File: src/rtl/wprot_pkg.sv
package wprot_pkg;

   typedef enum logic [1:0] {
      LK_CLOSED = 2'd0,
      LK_ARMED  = 2'd1,
      LK_OPEN   = 2'd2
   } lock_state_t;

endpackage

File: src/rtl/wprot_addr_decode.sv
module wprot_addr_decode #(
   parameter int                       ADDR_W    = 8,
   parameter int                       NUM_PROT  = 6,
   parameter logic [NUM_PROT*ADDR_W-1:0] PROT_LIST = '0,
   parameter logic [ADDR_W-1:0]        KEY_ADDR  = '0
) (
   input  logic [ADDR_W-1:0] addr,
   output logic              hit_key,
   output logic              hit_prot
);

   if (NUM_PROT < 1) begin : g_bad_count
      $error("wprot_addr_decode: NUM_PROT must be at least 1");
   end

   logic [NUM_PROT-1:0] match;

   for (genvar i = 0; i < NUM_PROT; i++) begin : g_cmp
      assign match[i] = (addr == PROT_LIST[i*ADDR_W +: ADDR_W]);
   end

   assign hit_prot = |match;
   assign hit_key  = (addr == KEY_ADDR);

endmodule

File: src/rtl/wprot_keyseq.sv
module wprot_keyseq
   import wprot_pkg::*;
#(
   parameter int                 DATA_W     = 32,
   parameter int                 KEY_BITS   = 8,
   parameter logic [KEY_BITS-1:0] KEY_FIRST  = 8'hCA,
   parameter logic [KEY_BITS-1:0] KEY_SECOND = 8'h53
) (
   input  logic              clk,
   input  logic              rst_n,
   input  logic              key_wr,
   input  logic [DATA_W-1:0] key_data,
   output logic              unlocked
);

   if (KEY_BITS > DATA_W) begin : g_bad_key
      $error("wprot_keyseq: KEY_BITS exceeds DATA_W");
   end
   if (KEY_FIRST == KEY_SECOND) begin : g_bad_pair
      $error("wprot_keyseq: the two keys must differ");
   end

   lock_state_t          state_q, state_d;
   logic [KEY_BITS-1:0]  key_lo;

   assign key_lo = key_data[KEY_BITS-1:0];

   always_comb begin
      state_d = state_q;
      if (key_wr) begin
         unique case (state_q)
            LK_ARMED: state_d = (key_lo == KEY_SECOND) ? LK_OPEN : LK_CLOSED;
            default:  state_d = (key_lo == KEY_FIRST)  ? LK_ARMED : LK_CLOSED;
         endcase
      end
   end

   always_ff @(posedge clk or negedge rst_n) begin
      if (!rst_n) state_q <= LK_CLOSED;
      else        state_q <= state_d;
   end

   assign unlocked = (state_q == LK_OPEN);

   AST_OPEN_AFTER_SECOND: assert property (@(posedge clk) disable iff (!rst_n)
      $rose(unlocked) |-> $past(key_wr && key_lo == KEY_SECOND));

   AST_STRAY_SECOND: assert property (@(posedge clk) disable iff (!rst_n)
      (key_wr && state_q != LK_ARMED) |=> !unlocked);

   AST_OPEN_RELOCK: assert property (@(posedge clk) disable iff (!rst_n)
      (key_wr && unlocked) |=> !unlocked);

   AST_IDLE_HOLDS: assert property (@(posedge clk) disable iff (!rst_n)
      !key_wr |=> (state_q == $past(state_q)));

endmodule

File: src/rtl/wprot_gate.sv
module wprot_gate #(
   parameter int                         ADDR_W     = 8,
   parameter int                         DATA_W     = 32,
   parameter int                         KEY_BITS   = 8,
   parameter logic [ADDR_W-1:0]          KEY_ADDR   = 8'h24,
   parameter logic [KEY_BITS-1:0]        KEY_FIRST  = 8'hCA,
   parameter logic [KEY_BITS-1:0]        KEY_SECOND = 8'h53,
   parameter int                         NUM_PROT   = 6,
   parameter logic [NUM_PROT*ADDR_W-1:0] PROT_LIST  =
      {8'h1C, 8'h10, 8'h0C, 8'h08, 8'h04, 8'h00}
) (
   input  logic              clk,
   input  logic              rst_n,
   input  logic              wr_en,
   input  logic [ADDR_W-1:0] wr_addr,
   input  logic [DATA_W-1:0] wr_data,
   output logic              pass_wr,
   output logic              unlocked
);

   logic hit_key, hit_prot, key_wr;

   wprot_addr_decode #(
      .ADDR_W    (ADDR_W),
      .NUM_PROT  (NUM_PROT),
      .PROT_LIST (PROT_LIST),
      .KEY_ADDR  (KEY_ADDR)
   ) u_dec (
      .addr     (wr_addr),
      .hit_key  (hit_key),
      .hit_prot (hit_prot)
   );

   assign key_wr = wr_en & hit_key;

   wprot_keyseq #(
      .DATA_W     (DATA_W),
      .KEY_BITS   (KEY_BITS),
      .KEY_FIRST  (KEY_FIRST),
      .KEY_SECOND (KEY_SECOND)
   ) u_seq (
      .clk      (clk),
      .rst_n    (rst_n),
      .key_wr   (key_wr),
      .key_data (wr_data),
      .unlocked (unlocked)
   );

   always_comb begin
      if (!wr_en || hit_key) pass_wr = 1'b0;
      else if (hit_prot)     pass_wr = unlocked;
      else                   pass_wr = 1'b1;
   end

   AST_LOCKED_DROP: assert property (@(posedge clk) disable iff (!rst_n)
      (wr_en && hit_prot && !unlocked) |-> !pass_wr);

   AST_KEY_SWALLOWED: assert property (@(posedge clk) disable iff (!rst_n)
      (wr_en && hit_key) |-> !pass_wr);

   AST_IDLE_QUIET: assert property (@(posedge clk) disable iff (!rst_n)
      !wr_en |-> !pass_wr);

endmodule

File: config.mk
export PLATFORM = sky130hd
export DESIGN_NAME = wprot_gate
export DESIGN_NICKNAME = d
export VERILOG_FILES = /design/src/rtl/wprot_pkg.sv /design/src/rtl/wprot_addr_decode.sv /design/src/rtl/wprot_keyseq.sv /design/src/rtl/wprot_gate.sv
export SDC_FILE = /design/constraint.sdc
export NUM_CORES = 1
export LEC_CHECK = 0
export BUFFER_PORTS_ARGS = -buffer_cell sky130_fd_sc_hd__buf_2
export CAP_MARGIN = 25
export CORE_AREA = 10 10 47 49
export CTS_CLUSTER_SIZE = 12
export DETAILED_ROUTE_END_ITERATION = 7
export DIE_AREA = 0 0 57 59
export GPL_ROUTABILITY_DRIVEN = 0
export PLACE_DENSITY_LB_ADDON = 0.3
export SLEW_MARGIN = 15
export SYNTH_ARGS = -nofsm -noshare
export SYNTH_HDL_FRONTEND = slang
export SYNTH_SLANG_ARGS = --single-unit
File: constraint.sdc
create_clock -name clk -period 2.85 [get_ports clk]
set_input_delay 0.4275 -clock clk [delete_from_list [all_inputs] [get_ports clk]]
set_output_delay 0.4275 -clock clk [all_outputs]
set_load 0.02 [all_outputs]
==> results of run 1 <==
[metal layers]
metal | vias to the layer above | GRT usage (%) | share of wire [%]
met5 | - | 0 | 0
met4 | 0 | 4.027 | 0
met3 | 0 | 1.288 | 1.9
met2 | 1 | 8.527 | 70
met1 | 124 | 3.310 | 28
li1 | 126 | - | -
[cell type report]
cell class	count	area share, %
clock buffer	3	6.406
sequential	2	14.23
tap	16	5.694
timing repair buffer	21	31.32
multi-input combinational	16	42.35
[critical path, stage by stage]
cell and delay (ns):
buf_2 0.09, or4_4 0.53, a2111o_1 0.39, o311a_2 0.13, buf_2 0.16
[placed cells by master (no fill, tap or decap)]
cell           count
or4_4              1
dlygate4sd3_1      1
dfrtp_1            2
and3b_1            1
clkbuf_4           3
nor3_1             1
nor4bb_1           1
nand4bb_1          2
o31a_1             1
mux2_1             2
nor2b_1            2
or4b_4             1
o311a_2            1
nand3b_1           1
a2111o_1           1
buf_2             20
nand2_1            1
[power breakdown]
part | leakage, nW | total (mW) | internal [mW] | switching, mW
registers | 0.0280 | 0.0286 | 0.0286 | 0.00000525
clock network | 0.0138 | 0.0616 | 0.0464 | 0.0152
logic | 0.138 | 0.0234 | 0.0148 | 0.00866
total | 0.179 | 0.114 | 0.0898 | 0.0239
[worst max-delay path by stage]
| stage | from | slack (ns) | to |
|---|---|---|---|
| after global routing | wr_addr[1] | 0.66 | pass_wr |
| after CTS | wr_addr[1] | 0.68 | pass_wr |
| after global placement | wr_addr[1] | 0.68 | pass_wr |
| after detailed placement | wr_addr[1] | 0.68 | pass_wr |
| after floorplan | wr_addr[1] | 0.92 | pass_wr |
| final | wr_addr[1] | 0.69 | pass_wr |
[cells by family (layout without fill, tap and decap cells)]
group                  after synthesis  count (layout)  synth area share [%]
multiplexers                         2               2                 11.32
flip-flops                           2               2                 25.16
AO/OA/AOI/OAI                        3               3                 15.72
buffers and inverters                0              24                     0
AND/OR/NAND/NOR                     11              11                 47.79
==> run_results.csv, run 1 <==
group,metric,value,unit
status,status,"complete, no violations",
grt,antenna_found_initial,0,
placement,place_hpwl,613.5,um
layout,seq_area,50.05,um^2
grt,grt_max_degree,4,
detailed_routing,num_vias,251,
die,die-area,3363,um^2
synthesis,syn_area,198.9,um^2
synthesis,ys_top_cells_by_area,"dfrtp_1 (25%), mux2_1 (11%), nand4bb_1 (11%)",
cts,cts_made_buffers,3,
detailed_routing,dr.pass1.iters,1,
layout,reg_top3,"u_seq.state_q: 2 flops",
synthesis,syn-instance-count,18,
synthesis,synth_edf_count,0,
layout,utilization,25.09,%
layout,top_register,"u_seq.state_q",
sta,max_slew_margin,86.73,%
cts,cts_root_buffer,"clkbuf_4",
setup_path,cp_max_fo,3,
cts,cts_tree,"yes",
layout,nNetsFinal,87,
cts,cts_hold_repair.buffers,1,
cts,cts.sinks,2,
power,p_leak,0.1794,nW
min_path,min_to,"u_seq.state_q[0]$_DFFE_PN0P_",
layout,num_antenna_cells,0,
synthesis,synth_ff_type,"dfrtp_1",
cts,clock_path_buffers,2,
sta,hold_viol_final,0,
detailed_routing,ant_nets,0,
synthesis,ys_seq_area_share,25.16,%
setup_path,cp_data_required_time,2.42,ns
cts,clkSlewWorstSetupHoldPaths,0.03,ns
die,start_util,14.20,%
layout,multi_input_area,148.9,um^2
detailed_routing,viasPerCell,4.328,
sta,finalCritPeriodShare,75.88,%
die,die_h,59,um
detailed_routing,wl_per_cell,12.00,um
setup_path,cp.arrival,1.74,ns
synthesis,yosysTopAreaCell,"dfrtp_1",
detailed_routing,finalWirelength,696,um
layout,largest_register_ffs,2,
layout,design_area,351.6,um^2
setup_path,reg2reg_from,"u_seq.state_q[0]$_DFFE_PN0P_",
grt,grt_pass1_wl,1173,um
placement,pre_cts_slack,0.6834,ns
cts,insertion_delay,0.22,ns
setup_path,critPathKind,"input port to primary output",
layout,syn2layout_area_growth,76.73,%
synthesis,synth_top_area_share,25.16,%
setup_path,start_kind,"input port",
die,core,1401,um^2
cts,post_cts_buffers,0,
synthesis,ys_seq_elements,2,
layout,drive_above_1_share,61.90,%
die,io_pins,45,
placement,portBuffers,20,
min_path,hp-start,"u_seq.state_q[0]$_DFFE_PN0P_",
cts,htree_num_levels,1,
synthesis,synth_warnings,0,
sta,timing.setup.tns,0,ns
sta,setup_viol,0,
sta,clock-skew-final,0.0009284,ns
cts,cts-resized-gates,0,
grt,gr-total-overflow,0,
sta,slew_violations,0,
sta,worst_pin_slew,0.1964,ns
placement,place_inst,54,
setup_path,reg2reg_to,"u_seq.state_q[1]$_DFFE_PN0P_",
power,total_power,0.1137,mW
power,peakVddDrop,0.0001241,V
min_path,hold_depth,1,
sta,rsz0062_at_grt,"false",
layout,fin_cells,58,
setup_path,r2r_cells,3,
synthesis,async_flop_share,100.0,%
detailed_routing,drc,0,
setup_path,r2r_setup_slack,1.79,ns
placement,place_area,319.1,um^2
die,die_w,57,um
grt,grt.total_usage,4.357,%
detailed_routing,drtIter0Drc,0,
power,p_per_area,323.3,nW/um^2
run,drv_cap,0,
min_path,hp-class,"register to register",
synthesis,synth.avg_cell_area,11.05,um^2
synthesis,yosys-top-cells-count,"dfrtp_1 (2), mux2_1 (2), nand4bb_1 (2), nor2b_1 (2)",
sta,layout_setup_ws,0.6874,ns
sta,fmax,462.4,MHz
die,num_rows,14,
synthesis,synthesis.nets,61,
sta,min_period,2.163,ns
sta,whs,0.5058,ns
layout,nFillCells,159,
synthesis,synth_cell_type_count,14,
setup_path,end_kind,"primary output",
grt,grt_pass1_vias,281,
Note: power is estimated with default switching activity, not from simulation.
==> run 2, diff against run 1 <==
clock period = 1.8 ns   (was 2.85 ns; I/O delays follow)
==> run 2 against run 1 <==
Effect of this change: clock skew unchanged; die area unchanged; setup slack worse by 0.62 ns; core utilization up 0.98 points; power up 60%; final cell count unchanged; clock power up 58%; flip-flop and latch count unchanged; routed wire length up 0.72%; critical path type unchanged.
==> run_results.csv, run 2 (synthesis results as in run 1) <==
group,metric,value,unit
status,status,"complete, no violations",
setup_path,slowest_stage,"or4_4",
die,die_h,59,um
setup_path,worstSetupStartpoint,"wr_addr[1]",
setup_path,r2r_setup_slack,0.69,ns
grt,grt_max_degree,4,
die,start_util,14.20,%
setup_path,cp_num_buf_inv,2,
setup_path,critPathKind,"input port to primary output",
layout,reg_top3,"u_seq.state_q: 2 flops",
detailed_routing,drc,0,
sta,worst_pin_slew,0.1964,ns
die,die-area,3363,um^2
sta,setup_viol,0,
cts,htree_num_levels,1,
sta,fmax,577.6,MHz
detailed_routing,dr.pass1.iters,1,
cts,post_cts_buffers,0,
setup_path,cp.arrival,1.46,ns
detailed_routing,drtIter0Drc,0,
layout,seq_area,50.05,um^2
cts,cts_root_buffer,"clkbuf_4",
grt,gr-total-overflow,0,
sta,max_slew_margin,86.73,%
setup_path,end_kind,"primary output",
layout,top_register,"u_seq.state_q",
setup_path,cp_num_cells,5,
layout,num_antenna_cells,0,
grt,antenna_found_initial,0,
setup_path,crit_end,"pass_wr",
layout,utilization,26.07,%
layout,fin_cells,58,
sta,timing.setup.tns,0,ns
layout,nNetsFinal,87,
sta,min_period,1.731,ns
cts,insertion_delay,0.22,ns
setup_path,critPathMaxStageDelay,0.53,ns
grt,grt_pass1_vias,281,
setup_path,reg2reg_to,"u_seq.state_q[1]$_DFFE_PN0P_",
cts,cts_tree,"yes",
placement,pre_cts_slack,-0.09643,ns
die,num_rows,14,
cts,clkSlewWorstSetupHoldPaths,0.03,ns
layout,largest_register_ffs,2,
sta,hold_viol_final,0,
power,peakVddDrop,0.0001966,V
cts,cts_made_buffers,3,
layout,design_area,365.4,um^2
die,die_w,57,um
setup_path,cp_data_required_time,1.53,ns
layout,nFillCells,157,
layout,syn2layout_area_growth,83.65,%
setup_path,crit_chain,"buf_2 -> or4_4 -> a2111o_1 -> o311a_2 -> buf_6",
detailed_routing,finalWirelength,701,um
setup_path,start_kind,"input port",
detailed_routing,ant_nets,0,
die,core,1401,um^2
placement,place_hpwl,613.5,um
detailed_routing,num_vias,250,
sta,clock-skew-final,0.0009284,ns
grt,grt_pass1_wl,1159,um
sta,layout_setup_ws,0.06855,ns
cts,cts.sinks,2,
layout,drive_above_1_share,64.29,%
detailed_routing,viasPerCell,4.310,
setup_path,path_delay_family,"simple AND/OR/NAND/NOR gates",
setup_path,reg2reg_from,"u_seq.state_q[0]$_DFFE_PN0P_",
detailed_routing,wl_per_cell,12.09,um
placement,portBuffers,20,
power,p_per_area,497.9,nW/um^2
layout,final_common_cell,"buf_2",
run,drv_cap,0,
sta,rsz0062_at_grt,"false",
power,p_leak,0.1818,nW
placement,place_inst,54,
layout,final_cell_mix,"buf_2 (19), clkbuf_4 (3), nand4bb_1 (2), mux2_1 (2), dfrtp_1 (2)",
sta,finalCritPeriodShare,96.19,%
sta,slew_violations,0,
layout,multi_input_area,156.4,um^2
setup_path,r2r_cells,3,
grt,grt.total_usage,4.314,%
cts,clock_path_buffers,2,
setup_path,cp_max_fo,3,
min_path,hp-class,"input port to async pin",
die,io_pins,45,
placement,place_area,319.1,um^2
==> run 2: cell count changes in the layout (fill, tap and decap cells not counted) <==
| cell | previous run | this run |
|---|---|---|
| buf_2 | 20 | 19 |
| buf_6 | 0 | 1 |
| nor2b_1 | 2 | 1 |
| nor2b_4 | 0 | 1 |
==> run 2: worst min path at each step <==
stage,end,slack (ns)
5_1_grt,u_seq.state_q[1]$_DFFE_PN0P_,0.37
3_3_place_gp,u_seq.state_q[1]$_DFFE_PN0P_,0.06
3_5_place_dp,u_seq.state_q[1]$_DFFE_PN0P_,0.06
2_1_floorplan,u_seq.state_q[0]$_DFFE_PN0P_,-0.03
4_1_cts,u_seq.state_q[1]$_DFFE_PN0P_,0.37
6_report,u_seq.state_q[1]$_DFFE_PN0P_,0.37
==> run 2: per-layer routing <==
layer,up-vias,GRT usage [%],wire length (um)
li1,126,-,-
met1,123,3.191,199
met5,-,0,0
met3,0,1.288,13
met2,1,8.527,489
met4,0,4.027,0
==> run 2: per-stage QoR <==
stage	hold WS (ns)	power, mW
5_1_grt	0.3666	0.2011
3_5_place_dp	0.05690	0.08155
6_report	0.3710	0.1819
2_1_floorplan	-0.02559	0.05740
4_1_cts	0.3674	0.1907
3_3_place_gp	0.05677	0.08113
==> run 2: layout make-up <==
type / count / share of cell area [%]
clock buffers: 3 / 6.164
multi-input cells: 16 / 42.81
flip-flops and latches: 2 / 13.70
well taps: 16 / 5.479
repair buffers: 21 / 31.85
==> run 2: repair_timing <==
item,4_1_cts,5_1_grt
resized for setup,2,2
hold endpoints to repair,2,0
hold buffers,1,0
pin swaps,1,0
endpoints found under the setup margin,1,1
==> run 2: worst reg2reg max path, delay by kind of cell (launching register included) <==
family	cells	cell delay [ns]
simple gates	2	0.31
mux	1	0.28
flops	1	0.40
==> run 2: where the power goes <==
part           internal, mW  switching (mW)
combinational        0.0250          0.0140
sequential           0.0453       0.0000164
clock                0.0734          0.0241
total                 0.144          0.0382
==> run 3, diff against run 2 <==
CELL_PAD_IN_SITES_DETAIL_PLACEMENT = 1   (was unset)
CELL_PAD_IN_SITES_GLOBAL_PLACEMENT = 1   (was unset)
CORE_AREA = unset   (was 10 10 47 49)
CORE_MARGIN = 10   (was unset)
CORE_UTILIZATION = 10   (was unset)
DIE_AREA = unset   (was 0 0 57 59)
==> run 3 against run 2 <==
Effect of this change: fmax decreased by 0.34%; power increased by 1.1%; non-clock buffer count unchanged; hold slack got worse by 0.0030 ns; sequential share of layout area decreased by 0.50 points; global-route usage decreased by 0.18 points; flip-flop and latch count unchanged; clock skew increased by 0.0018 ns; setup slack got worse by 0.0060 ns; register-to-register slack got worse by 0.02 ns; critical path type unchanged; critical endpoint unchanged; largest power group unchanged.
==> run_results.csv, run 3 (synthesis results as in run 1) <==
group,metric,value,unit
layout,final_common_cell,"buf_2",
sta,setup_viol,0,
status,status,"complete, no violations",
power,peakVddDrop,0.0001490,V
layout,nNetsFinal,87,
cts,cts_root_buffer,"clkbuf_4",
power,p_leak,0.1818,nW
sta,hold_viol_final,0,
die,die_w,64.60,um
layout,utilization,19.73,%
layout,top_register,"u_seq.state_q",
setup_path,cp_data_required_time,1.53,ns
layout,design_area,379.1,um^2
cts,post_cts_buffers,0,
detailed_routing,dr.pass1.iters,3,
cts,htree_num_levels,1,
placement,portBuffers,20,
setup_path,reg2reg_from,"u_seq.state_q[0]$_DFFE_PN0P_",
sta,worst_pin_slew,0.2026,ns
die,io_pins,45,
detailed_routing,ant_nets,0,
layout,num_antenna_cells,0,
layout,reg_top3,"u_seq.state_q: 2 flops",
setup_path,cp.arrival,1.47,ns
detailed_routing,wl_per_cell,11.68,um
detailed_routing,drc,0,
die,die_h,64.60,um
cts,clock_path_buffers,2,
detailed_routing,num_vias,253,
layout,syn2layout_area_growth,90.57,%
cts,insertion_delay,0.22,ns
layout,drive_above_1_share,64.29,%
placement,place_area,332.8,um^2
grt,grt_pass1_wl,1331,um
setup_path,cp_max_fo,3,
run,drv_cap,0,
die,start_util,10.35,%
layout,seq_area,50.05,um^2
setup_path,reg2reg_to,"u_seq.state_q[1]$_DFFE_PN0P_",
setup_path,r2r_cells,3,
setup_path,critPathKind,"input port to primary output",
layout,final_cell_mix,"buf_2 (19), clkbuf_4 (3), nand4bb_1 (2), mux2_1 (2), dfrtp_1 (2)",
die,die-area,4173,um^2
cts,cts_tree,"yes",
grt,grt.total_usage,4.129,%
grt,grt_pass1_vias,317,
setup_path,start_kind,"input port",
sta,rsz0062_at_grt,"false",
cts,cts.sinks,2,
die,core,1922,um^2
grt,grt_max_degree,4,
power,p_per_area,485.3,nW/um^2
sta,slew_violations,0,
layout,multi_input_area,156.4,um^2
sta,clock-skew-final,0.002694,ns
cts,clkSlewWorstSetupHoldPaths,0.03,ns
detailed_routing,viasPerCell,3.667,
sta,min_period,1.737,ns
setup_path,end_kind,"primary output",
grt,antenna_found_initial,0,
sta,max_slew_margin,86.31,%
min_path,hp-class,"input port to async pin",
grt,gr-total-overflow,0,
sta,finalCritPeriodShare,96.52,%
detailed_routing,drtIter0Drc,6,
die,num_rows,16,
power,total_power,0.1840,mW
layout,nFillCells,244,
setup_path,r2r_setup_slack,0.67,ns
detailed_routing,finalWirelength,806,um
sta,fmax,575.6,MHz
layout,largest_register_ffs,2,
cts,cts_made_buffers,3,
-- run 3: cell type report --
cell class	instances	area share, %
clock buffers	3	5.941
multi-input cells	16	41.25
flip-flops and latches	2	13.20
well taps	27	8.911
repair buffers	21	30.69
-- run 3: worst max-delay path by stage --
stage / start / end / slack [ns]
final: wr_addr[1] / pass_wr / 0.06
after global routing: u_seq.state_q[1]$_DFFE_PN0P_ / pass_wr / 0.03
after CTS: u_seq.state_q[1]$_DFFE_PN0P_ / pass_wr / 0.04
after detailed placement: wr_addr[1] / u_seq.state_q[1]$_DFFE_PN0P_ / -0.12
after global placement: wr_addr[1] / u_seq.state_q[1]$_DFFE_PN0P_ / -0.10
after floorplan: wr_addr[1] / u_seq.state_q[0]$_DFFE_PN0P_ / 0.04
-- run 3: metal layers --
layer / share of wire [%] / GRT usage [%] / vias to the layer above
li1: - / - / 125
met1: 26 / 2.901 / 127
met2: 71 / 8.744 / 1
met3: 2.1 / 1.031 / 0
met4: 0 / 3.209 / 0
met5: 0 / 0 / -
-- run 3: report_power, final --
group	internal [mW]	switching, mW	leakage, nW
clock	0.0735	0.0254	0.0138
sequential	0.0453	0.0000158	0.0280
combinational	0.0250	0.0147	0.140
-- run 3: worst max-delay path: stages --
cell	delay (ns)
buf_2	0.10
or4_4	0.53
a2111o_1	0.29
o311a_2	0.14
buf_6	0.13
-- run 3: through the flow --
| stage | std cells | setup slack, ns | setup TNS [ns] | hold slack (ns) |
|---|---|---|---|---|
| CTS | 69 | 0.04071 | 0 | 0.3719 |
| global placement | 65 | -0.1014 | -0.2671 | 0.05616 |
| detailed placement | 65 | -0.1222 | -0.2933 | 0.06042 |
| floorplan | 18 | 0.04144 | 0 | -0.02559 |
| global route | 69 | 0.02598 | 0 | 0.3807 |
| finish | 69 | 0.06258 | 0 | 0.3680 |
-- run 3: repair_timing --
| action | in CTS | in global routing |
|---|---|---|
| setup endpoints to repair | 1 | 1 |
| hold endpoints to repair | 2 | 0 |
| hold buffers | 1 | 0 |
| pin swaps | 1 | 0 |
| gates resized for setup | 2 | 2 |
